--- config.mk ---
export PLATFORM = sky130hd
export DESIGN_NAME = edge_capture_unit
export DESIGN_NICKNAME = d
export VERILOG_FILES = /design/src/rtl/cap_pkg.sv /design/src/rtl/cap_sync.sv /design/src/rtl/cap_prescale.sv /design/src/rtl/edge_capture_unit.sv
export SDC_FILE = /design/constraint.sdc
export NUM_CORES = 1
export LEC_CHECK = 0
export BUFFER_PORTS_ARGS = -buffer_cell sky130_fd_sc_hd__clkbuf_2
export CORE_MARGIN = 3
export CORE_UTILIZATION = 45
export CTS_CLUSTER_DIAMETER = 80
export DETAILED_ROUTE_END_ITERATION = 16
export PLACE_DENSITY = 0.74
export SLEW_MARGIN = 15
export SYNTH_ARGS = -nofsm -noshare
export SYNTH_HDL_FRONTEND = slang
export SYNTH_SLANG_ARGS = --single-unit
--- constraint.sdc ---
create_clock -name clk_i -period 1.7 [get_ports clk_i]
set_input_delay 0.425 -clock clk_i [delete_from_list [all_inputs] [get_ports clk_i]]
set_output_delay 0.425 -clock clk_i [all_outputs]
set_load 0.01 [all_outputs]
--- src/rtl/cap_pkg.sv ---
package cap_pkg;

    typedef enum logic [2:0] {
        K_NONE,
        K_FALL,
        K_RISE1,
        K_RISE_A,
        K_RISE_B
    } cap_kind_e;

    localparam logic [3:0] MODE_OFF      = 4'b0000;
    localparam logic [3:0] MODE_RISE_ALT = 4'b0011;
    localparam logic [3:0] MODE_FALL     = 4'b0100;
    localparam logic [3:0] MODE_RISE     = 4'b0101;
    localparam logic [3:0] MODE_RISE_A   = 4'b0110;
    localparam logic [3:0] MODE_RISE_B   = 4'b0111;

    function automatic cap_kind_e decode_mode(input logic [3:0] m);
        case (m)
            MODE_FALL:               return K_FALL;
            MODE_RISE, MODE_RISE_ALT: return K_RISE1;
            MODE_RISE_A:             return K_RISE_A;
            MODE_RISE_B:             return K_RISE_B;
            default:                 return K_NONE;
        endcase
    endfunction

endpackage

--- src/rtl/cap_sync.sv ---
module cap_sync #(
    parameter int STAGES = 2
) (
    input  logic clk_i,
    input  logic rst_ni,
    input  logic d_i,
    output logic q_o
);
    logic [STAGES-1:0] s_d, s_q;

    always_comb begin
        s_d = {s_q[STAGES-2:0], d_i};
    end

    always_ff @(posedge clk_i or negedge rst_ni) begin
        if (!rst_ni) s_q <= '0;
        else         s_q <= s_d;
    end

    assign q_o = s_q[STAGES-1];
endmodule

--- src/rtl/cap_prescale.sv ---
module cap_prescale
    import cap_pkg::*;
#(
    parameter int DIV_A = 4,
    parameter int DIV_B = 16
) (
    input  logic       clk_i,
    input  logic       rst_ni,
    input  logic [3:0] mode_i,
    input  logic       sync_i,
    output logic       rise_o,
    output logic       evt_o
);
    localparam int CNT_W = (DIV_B > 2) ? $clog2(DIV_B) : 1;
    localparam logic [CNT_W-1:0] LIM_A = CNT_W'(DIV_A - 1);
    localparam logic [CNT_W-1:0] LIM_B = CNT_W'(DIV_B - 1);

    typedef struct packed {
        logic [CNT_W-1:0] cnt;
        logic [3:0]       mode;
        logic             prev;
    } ps_state_t;

    ps_state_t st_d, st_q;
    cap_kind_e kind;
    logic      rise, fall, changed;
    logic [CNT_W-1:0] lim;

    always_comb begin
        kind    = decode_mode(mode_i);
        rise    = sync_i & ~st_q.prev;
        fall    = ~sync_i & st_q.prev;
        changed = (mode_i != st_q.mode);
        lim     = (kind == K_RISE_A) ? LIM_A : LIM_B;
        st_d      = st_q;
        st_d.prev = sync_i;
        st_d.mode = mode_i;
        evt_o     = 1'b0;
        if (changed || kind == K_NONE || kind == K_FALL || kind == K_RISE1) begin
            st_d.cnt = '0;
            if (!changed)
                evt_o = (kind == K_FALL && fall) || (kind == K_RISE1 && rise);
        end else if (rise) begin
            if (st_q.cnt == lim) begin
                evt_o    = 1'b1;
                st_d.cnt = '0;
            end else begin
                st_d.cnt = st_q.cnt + 1'b1;
            end
        end
    end

    always_ff @(posedge clk_i or negedge rst_ni) begin
        if (!rst_ni) st_q <= '0;
        else         st_q <= st_d;
    end

    assign rise_o = rise;
endmodule

--- src/rtl/edge_capture_unit.sv ---
module edge_capture_unit
    import cap_pkg::*;
#(
    parameter int TIMER_W     = 16,
    parameter int SYNC_STAGES = 2,
    parameter int DIV_A       = 4,
    parameter int DIV_B       = 16
) (
    input  logic               clk_i,
    input  logic               rst_ni,
    input  logic [3:0]         mode_i,
    input  logic               pin_i,
    input  logic [TIMER_W-1:0] timer_i,
    input  logic               clr_i,
    output logic [TIMER_W-1:0] capture_o,
    output logic               flag_o
);
    typedef struct packed {
        logic [TIMER_W-1:0] cap;
        logic               flag;
    } top_state_t;

    top_state_t st_d, st_q;
    logic pin_sync, cap_evt, edge_rise;

    cap_sync #(.STAGES(SYNC_STAGES)) u_sync (
        .clk_i(clk_i), .rst_ni(rst_ni), .d_i(pin_i), .q_o(pin_sync)
    );

    cap_prescale #(.DIV_A(DIV_A), .DIV_B(DIV_B)) u_ps (
        .clk_i(clk_i), .rst_ni(rst_ni), .mode_i(mode_i), .sync_i(pin_sync),
        .rise_o(edge_rise), .evt_o(cap_evt)
    );

    always_comb begin
        st_d = st_q;
        if (mode_i == MODE_OFF) begin
            st_d = '0;
        end else if (cap_evt) begin
            st_d.cap  = timer_i;
            st_d.flag = 1'b1;
        end else if (clr_i) begin
            st_d.flag = 1'b0;
        end
    end

    always_ff @(posedge clk_i or negedge rst_ni) begin
        if (!rst_ni) st_q <= '0;
        else         st_q <= st_d;
    end

    assign capture_o = st_q.cap;
    assign flag_o    = st_q.flag;
endmodule

==> results of run 1 <==
==> stage by stage <==
stage / setup slack [ps] / hold slack (ps)
floorplan: -35.86 / 129.4
global placement: -165.7 / 338.2
detailed placement: -216.5 / 338.5
CTS: 16.59 / 120.4
global route: -74.20 / 146.6
finish: 36.40 / 99.13
==> logic make-up after synthesis <==
logic type | after synthesis
buffers and inverters | 20
flip-flops | 28
multiplexers | 18
AO/OA/AOI/OAI | 8
adder cells (fa/ha/maj) | 1
XOR/XNOR | 5
AND/OR/NAND/NOR | 40
==> flip-flops by register name, summed over array words and instances, names as in the netlist <==
signal	cells
capture_o	16
u_ps.st_q	9
u_sync.s_q	2
flag_o	1
==> cells in the final DEF (no fill, tap or decap), drive strengths merged <==
master / instances
xnor2: 1
or3b: 1
bufinv: 1
mux2i: 18
nand3b: 3
and4bb: 1
xor2: 4
a211o: 1
or4: 1
clkbuf: 43
or3: 1
a2111oi: 1
dfrtp: 28
inv: 16
nor3: 2
nand2b: 1
nor4b: 1
nor2: 3
a21oi: 4
ha: 1
nand3: 2
a21o: 1
or2: 1
nor4: 2
nand2: 21
o31ai: 1
buf: 11
==> path summary, 6_finish.rpt <==
kind / start / end / cells after the start
worst max-delay path: u_ps.st_q[7] / capture_o[6] / 5
worst min-delay path: rst_ni / capture_o[7] / 1
worst max register to register: u_ps.st_q[7] / capture_o[6] / 5
worst min register to register: u_sync.s_q[0] / u_sync.s_q[1] / 0
max in group asynchronous: rst_ni / u_ps.st_q[2] / 1
min in group clk_i: pin_i / u_sync.s_q[0] / 1
==> timing repair <==
action                     4_1_cts  5_1_grt
setup endpoints to repair       16       20
pin swaps                        1        0
gates resized for setup          3        1
==> critical path, delay by kind of cell, from the launching register on <==
| family | cells | cell delay, ps |
|---|---|---|
| DFF | 1 | 410 |
| buffers and inverters | 1 | 180 |
| and+or+nand+nor | 1 | 380 |
| AOI/OAI and AO/OA | 2 | 480 |
| muxes | 1 | 160 |
==> cells in the mapped netlist (2+ instances only) <==
cell type  number
clkbuf_1        2
dfrtp_1        28
nand3_1         2
xor2_1          4
inv_1          16
a21oi_1         4
nor4_1          2
nor3_1          2
mux2i_1        18
nor2_1          3
nand2_1        21
nand3b_1        3
==> cell type report <==
cell class / instances / area [um2]
clock inverters: 1 / 30.03
inverters: 16 / 60.06
well taps: 30 / 37.54
multi-input cells: 72 / 538.0
fillers: 217 / 915.9
flip-flops and latches: 28 / 700.7
clock buffers: 3 / 22.52
repair buffers: 51 / 307.8
==> power breakdown <==
| part | switching [mW] | total (mW) | internal, mW | leakage [nW] |
|---|---|---|---|---|
| Sequential | 0.0121 | 0.701 | 0.688 | 0.374 |
| Combinational | 0.0723 | 0.141 | 0.0686 | 0.589 |
| Clock | 0.195 | 0.434 | 0.239 | 0.0279 |
| Total | 0.280 | 1.28 | 0.996 | 0.991 |
==> layer usage <==
layer / global-route usage, % / wire length (um) / up-vias
met5: 0 / 0 / -
met4: 5.696 / 15 / 0
met3: 2.397 / 145 / 2
met2: 27.15 / 1331 / 23
met1: 19.69 / 1071 / 465
li1: - / - / 497
==> metrics.csv, run 1 <==
metric,value,unit
Max-Slew Margin vs Limit,54.39,%
H-tree level count,1,
final setup TNS,0,ps
first-pass GRT wire length,4202,um
required time worst endpoint,1970,ps
# hold bufs at CTS,0,
placed wire-length estimate,2006,um
via count,987,
Starting Density,49.47,%
die area,0.003551,mm2
mux contribution to synthesized area,13.94,%
"Seq/Total Area, Yosys",54.21,%
largest net degree at the start of global routing,29,
RSZ-0062 raised after global routing,true,
post-route insts no fill,201,
Synthesized Nets,145,
number of buffers created by CTS,3,
Crit. End Element,flop,
CP max stage cell,dfrtp_1,
Synth Area in Compound Gates,4.550,%
#FFs+latches synth,28,
fmax,601.1,MHz
post-CTS setup repair buffer count,0,
post-synth top area share,54.21,%
DRC marker count from the first detailed-route iteration,17,
endpoints failing setup,0,
post-synthesis simple-gate area fraction,15.68,%
CTS Root Cell,clkbuf_4,
TritonCTS clock tree,done,
"slowest stage delay, CP",410,ps
Worst Skew,12.92,ps
placed instance area,0.001618,mm2
CTS Buffer Depth,2,
Port Buffers,40,
status,"complete, no violations",
routed vias/inst,4.910,
worst path arrival time,1930,ps
post-synth top area cell,dfrtp_1,
synth warn,0,
core footprint,0.002613,mm2
width of the chip,59.59,um
final WL,2563,um
Total Power,1.275,mW
layout cell share with drive strength beyond 1,37.43,%
leakage power,0.9911,nW
antenna violations before repair,0,
Max-Cap Viols,0,
combinational family with the most area after synthesis,simple AND/OR/NAND/NOR gates,
Die Y,59.59,um
ys async rst share,100.0,%
Pre-antenna DRT Iters,4,
top post-synthesis cells by area,"dfrtp_1, mux2i_1, nand2_1, inv_1, xor2_1",
Netlist cell types,27,
Setup crit start kind,flop,
Slew @ Worst Pin,684.2,ps
clk_lat worst skew,330,ps
final estimated routing congestion in global placement,0.7326,
synthesized area,0.001292,mm2
grt ovf,0,
# IOs,41,
"Core Util, Final",64.94,%
Antenna Nets Post-Route,0,
n_diodes,0,
crit share post-route,97.86,%
P&R area growth vs syn,31.27,%
GRT Resource Usage Total,15.67,%
Synth Area in XOR/XNOR,3.388,%
ys flop type,dfrtp_1,
min-delay worst type,input pin to asynchronous set/reset pin,
# rows,18,
# DRC,0,
Post-synth EDFFs,0,
gate count of the mapped netlist,120,
mean post-synth cell area,10.77,um2
critical-path cell list,"or3_4, a2111oi_4, o31ai_4, buf_12, mux2i_1",
DP Cell Count,197,
design area,0.001697,mm2
PwrDens,751.6,mW/mm2
Synth Area in Adders,0.9681,%
clock sinks,28,
Final Net Count,197,
worst reg-to-reg setup slack,40,ps
IR Drop Worst-Case VDD,0.4705,mV
Final Hold Fails,0,
fin. max-slew vios,0,
"CTS clk-pin slew, worst paths",160,ps
DR WL/cell,12.75,um
critical path class,flop to flop,
Worst Path Max Fanout,17,
final worst path period need,1664,ps
number of global-route vias before repair,1010,
No activity file was read; power rests on OpenSTA's default activity.
==> inputs of run 2 (changes only) <==
- CORE_UTILIZATION: 45 -> 49
- PLACE_DENSITY: 0.74 -> 0.76
- clock period: 1.7 -> 1.6 ns (I/O delays scaled with it)
==> metrics.csv, run 2 (synthesis gave the netlist of run 1 again) <==
metric,value,unit,change
status,"complete, but fails checks",,"was complete, no violations"
failing checks,negative setup slack,,
via count,1003,,was 987
layout cell share with drive strength beyond 1,39.43,%,was 37.43%
Crit. End Element,flop,,unchanged
# IOs,41,,unchanged
core footprint,0.002361,mm2,was 0.002613 mm2
placed instance area,0.001628,mm2,was 0.001618 mm2
DRC marker count from the first detailed-route iteration,21,,was 17
number of buffers created by CTS,3,,unchanged
"slowest stage delay, CP",400,ps,was 410 ps
min-delay worst type,input pin to asynchronous set/reset pin,,unchanged
Max-Slew Margin vs Limit,65.47,%,was 54.39%
Die Y,57.36,um,was 59.59 um
RSZ-0062 raised after global routing,true,,unchanged
first-pass GRT wire length,4319,um,was 4202 um
final worst path period need,1662,ps,was 1664 ps
Slew @ Worst Pin,510.7,ps,was 684.2 ps
clk_lat worst skew,320,ps,was 330 ps
IR Drop Worst-Case VDD,0.5426,mV,was 0.4705 mV
worst path arrival time,1890,ps,was 1930 ps
n_diodes,0,,unchanged
fin. max-slew vios,0,,unchanged
crit share post-route,103.9,%,was 97.86%
H-tree level count,1,,unchanged
TritonCTS clock tree,done,,unchanged
final estimated routing congestion in global placement,0.7931,,was 0.7326
GRT Resource Usage Total,16.34,%,was 15.67%
width of the chip,57.36,um,was 59.59 um
clock sinks,28,,unchanged
Final Net Count,201,,was 197
Pre-antenna DRT Iters,4,,unchanged
buffers and inverters on the worst path,1,,unchanged
CTS Buffer Depth,2,,unchanged
reg-to-reg startpoint,u_ps.st_q[7],,unchanged
required time worst endpoint,1830,ps,was 1970 ps
"most common cell after layout, fill and taps aside",clkbuf_2,,unchanged
post-CTS setup repair buffer count,0,,unchanged
Worst Skew,1.992,ps,was 12.92 ps
placed wire-length estimate,1994,um,was 2006 um
Worst Slack Setup Final,-61.75,ps,was 36.40 ps
endpoints failing setup,16,,was 0
DP Cell Count,198,,was 197
crit-path leading delay family,compound AO/OA/AOI/OAI gates,,unchanged
R2R depth,5,,unchanged
# DRC,0,,unchanged
# rows,17,,was 18
critical-path cell list,"or3_4, a2111oi_4, o31ai_4, clkbuf_16, mux2i_1",,"was or3_4, a2111oi_4, o31ai_4, buf_12, mux2i_1"
Hold WS,50.76,ps,was 99.13 ps
design area,0.001739,mm2,was 0.001697 mm2
critical path class,flop to flop,,unchanged
die area,0.003290,mm2,was 0.003551 mm2
grt ovf,0,,unchanged
leakage power,1.022,nW,was 0.9911 nW
PwrDens,776.4,mW/mm2,was 751.6 mW/mm2
Worst Path Max Fanout,8,,was 17
final WL,2688,um,was 2563 um
CTS Root Cell,clkbuf_4,,unchanged
largest net degree at the start of global routing,29,,unchanged
Max-Cap Viols,0,,unchanged
Starting Density,54.74,%,was 49.47%
Port Buffers,40,,unchanged
Setup crit start kind,flop,,unchanged
CP max stage cell,dfrtp_1,,unchanged
dpl ws,-257.7,ps,was -216.5 ps
# hold bufs at CTS,0,,unchanged
worst reg-to-reg setup slack,-60,ps,was 40 ps
max FFs per register,16,,unchanged
routed vias/inst,4.941,,was 4.910
DR WL/cell,13.24,um,was 12.75 um
post-route insts no fill,203,,was 201
Final Hold Fails,0,,unchanged
reg-to-reg critical path endpoint,capture_o[5],,was capture_o[6]
Antenna Nets Post-Route,0,,unchanged
Total Power,1.350,mW,was 1.275 mW
P&R area growth vs syn,34.56,%,was 31.27%
antenna violations before repair,0,,unchanged
most frequent cells in the layout,"clkbuf_2, dfrtp_1, nand2_1",,unchanged
number of global-route vias before repair,1021,,was 1010
"CTS clk-pin slew, worst paths",140,ps,was 160 ps
fmax,601.8,MHz,was 601.1 MHz
## run 2: power by group
| part | internal, mW | switching, mW | total [mW] |
|---|---|---|---|
| Combinational | 0.0720 | 0.0792 | 0.151 |
| Sequential | 0.731 | 0.0127 | 0.744 |
| Clock | 0.253 | 0.202 | 0.455 |
## run 2: final cells by class
class	count	area, um2
multi-input cells	72	548.0
clock inverters	1	30.03
fillers	166	621.8
repair buffers	55	342.8
flip-flops and latches	28	700.7
well taps	28	35.03
clock buffers	3	22.52
inverters	16	60.06
## run 2: how the worst max path moves through the flow
stage	start	end	slack [ps]	depth (start not counted)
final	u_ps.st_q[7]	capture_o[5]	-60	5
after detailed placement	mode_i[0]	capture_o[3]	-260	6
after floorplan	mode_i[0]	capture_o[10]	-120	6
after global routing	u_ps.st_q[7]	capture_o[3]	-110	5
after CTS	u_ps.st_q[7]	capture_o[8]	-70	5
after global placement	mode_i[0]	capture_o[15]	-230	6
## run 2: metal layers
layer	global-route usage (%)	part of all wire, %
met3	3.167	3.9
met4	2.980	0.30
met5	0	0
met2	28.87	53
met1	20.83	43
## run 2: stage by stage
stage | TNS (ps) | util [%]
after floorplan | -1086 | -
after global placement | -4576 | 68.95
after detailed placement | -4923 | 68.95
after CTS | -877.0 | 72.28
after global routing | -1616 | 73.66
final | -768.9 | 73.66
## run 2: what timing repair did
item,4_1_cts,5_1_grt
pin swaps,0,2
setup endpoints to repair,21,18
resized for setup,4,2
cloned,0,1
==> inputs of run 3 (changes only) <==
- CORE_UTILIZATION: 49 -> 45
- PLACE_DENSITY: 0.76 -> 0.71
==> metrics.csv, run 3 (synthesis gave the netlist of run 1 again) <==
metric,value,unit,change
clk_lat worst skew,320,ps,about the same
IR Drop Worst-Case VDD,0.5962,mV,was 0.5426 mV
crit share post-route,104.4,%,was 103.9%
Hold WS,43.54,ps,was 50.76 ps
Final Net Count,202,,was 201
Slew @ Worst Pin,544.5,ps,was 510.7 ps
placed instance area,0.001630,mm2,was 0.001628 mm2
R2R depth,5,,unchanged
worst reg-to-reg setup slack,-70,ps,was -60 ps
n_diodes,0,,unchanged
design area,0.001754,mm2,was 0.001739 mm2
Die Y,59.59,um,was 57.36 um
Antenna Nets Post-Route,0,,unchanged
required time worst endpoint,1830,ps,about the same
worst path arrival time,1900,ps,was 1890 ps
placed wire-length estimate,1908,um,was 1994 um
PwrDens,773.8,mW/mm2,was 776.4 mW/mm2
reg-to-reg critical path endpoint,capture_o[9],,was capture_o[5]
Port Buffers,40,,unchanged
final estimated routing congestion in global placement,0.7869,,was 0.7931
Crit. Startpoint,u_ps.st_q[7],,unchanged
final worst path period need,1670,ps,was 1662 ps
critical path class,flop to flop,,unchanged
post-route insts no fill,206,,was 203
endpoints failing setup,16,,unchanged
dpl ws,-269.2,ps,was -257.7 ps
via count,1022,,was 1003
# hold bufs at CTS,0,,unchanged
"most common cell after layout, fill and taps aside",clkbuf_2,,unchanged
final WL,2613,um,was 2688 um
Crit. End Element,flop,,unchanged
antenna violations before repair,0,,unchanged
# DRC,0,,unchanged
core footprint,0.002613,mm2,was 0.002361 mm2
clock sinks,28,,unchanged
CP Capture Point,capture_o[9],,was capture_o[5]
Pre-antenna DRT Iters,4,,unchanged
DR WL/cell,12.68,um,was 13.24 um
status,"complete, but fails checks",,unchanged
Worst Slack Setup Final,-70.44,ps,was -61.75 ps
grt ovf,0,,unchanged
P&R area growth vs syn,35.72,%,was 34.56%
DRC marker count from the first detailed-route iteration,9,,was 21
Worst Skew,0.8011,ps,was 1.992 ps
Worst Path Max Fanout,8,,unchanged
failing checks,negative setup slack,,unchanged
Starting Density,49.47,%,was 54.74%
GRT Resource Usage Total,15.48,%,was 16.34%
largest net degree at the start of global routing,29,,unchanged
Max-Slew Margin vs Limit,63.36,%,was 65.47%
Fillers,204,,was 166
CTS Buffer Depth,2,,unchanged
leakage power,1.024,nW,was 1.022 nW
width of the chip,59.59,um,was 57.36 um
Setup crit start kind,flop,,unchanged
# IOs,41,,unchanged
max FFs per register,16,,unchanged
DP Cell Count,200,,was 198
fmax,598.6,MHz,was 601.8 MHz
Max-Cap Viols,0,,unchanged
"CTS clk-pin slew, worst paths",150,ps,was 140 ps
first-pass GRT wire length,4174,um,was 4319 um
RSZ-0062 raised after global routing,true,,unchanged
# rows,18,,was 17
H-tree level count,1,,unchanged
TritonCTS clock tree,done,,unchanged
CTS Root Cell,clkbuf_4,,unchanged
reg-to-reg startpoint,u_ps.st_q[7],,unchanged
routed vias/inst,4.961,,was 4.941
Final Hold Fails,0,,unchanged
layout cell share with drive strength beyond 1,40.91,%,was 39.43%
min-delay worst type,input pin to asynchronous set/reset pin,,unchanged
most frequent cells in the layout,"clkbuf_2, dfrtp_1, nand2_1",,unchanged
number of global-route vias before repair,1008,,was 1021
number of buffers created by CTS,3,,unchanged
die area,0.003551,mm2,was 0.003290 mm2
fin. max-slew vios,0,,unchanged
run 3: changes by cell type in the layout (fill, tap and decap cells not counted), sizes merged:
cell	before	now
buf	14	15
run 3: repair_timing:
action                     4_1_cts  5_1_grt
pin swaps                        1        4
resized for setup                4        4
buffers inserted                 0        1
setup endpoints to repair       21       18
gates cloned                     0        1
run 3: layout make-up:
| cell class | count | area (um2) | share of cell area, % |
|---|---|---|---|
| tap | 30 | 37.54 | 2.140 |
| timing repair buffer | 56 | 350.3 | 19.97 |
| inverter | 16 | 60.06 | 3.424 |
| multi-input combinational | 72 | 553.0 | 31.53 |
| sequential | 28 | 700.7 | 39.94 |
| clock buffer | 3 | 22.52 | 1.284 |
| clock inverter | 1 | 30.03 | 1.712 |
run 3: worst min path at each step:
stage / startpoint / to / cells past startpoint
floorplan: rst_ni / capture_o[0] / 0
global placement: u_sync.s_q[0] / u_sync.s_q[1] / 0
detailed placement: u_sync.s_q[0] / u_sync.s_q[1] / 0
CTS: rst_ni / u_ps.st_q[1] / 2
global route: rst_ni / capture_o[3] / 2
finish: rst_ni / u_ps.st_q[1] / 2
run 3: metal layers:
metal	track usage [%]	wire, um	vias up
met3	3.050	141	2
met4	4.114	15	0
met5	0	0	-
met1	18.25	1130	487
met2	28.39	1325	26
li1	-	-	507
run 3: where the power goes:
group / internal [mW] / leakage (nW) / total (mW) / switching (mW)
logic: 0.0736 / 0.623 / 0.152 / 0.0787
registers: 0.731 / 0.374 / 0.744 / 0.0128
clock network: 0.253 / 0.0279 / 0.461 / 0.208
run 3: stage by stage:
step	TNS [ps]	power (mW)	util [%]
floorplan	-1086	0.8131	-
global placement	-4840	0.8985	62.40
detailed placement	-5225	0.9049	62.40
CTS	-1036	1.369	65.42
global route	-1884	1.418	67.15
finish	-903.0	1.357	67.15
run 3: worst max-delay path: stages (launching register included):
cell and delay (ps):
dfrtp_1 410, or3_4 380, a2111oi_4 350, o31ai_4 120, clkbuf_16 200, mux2i_1 120
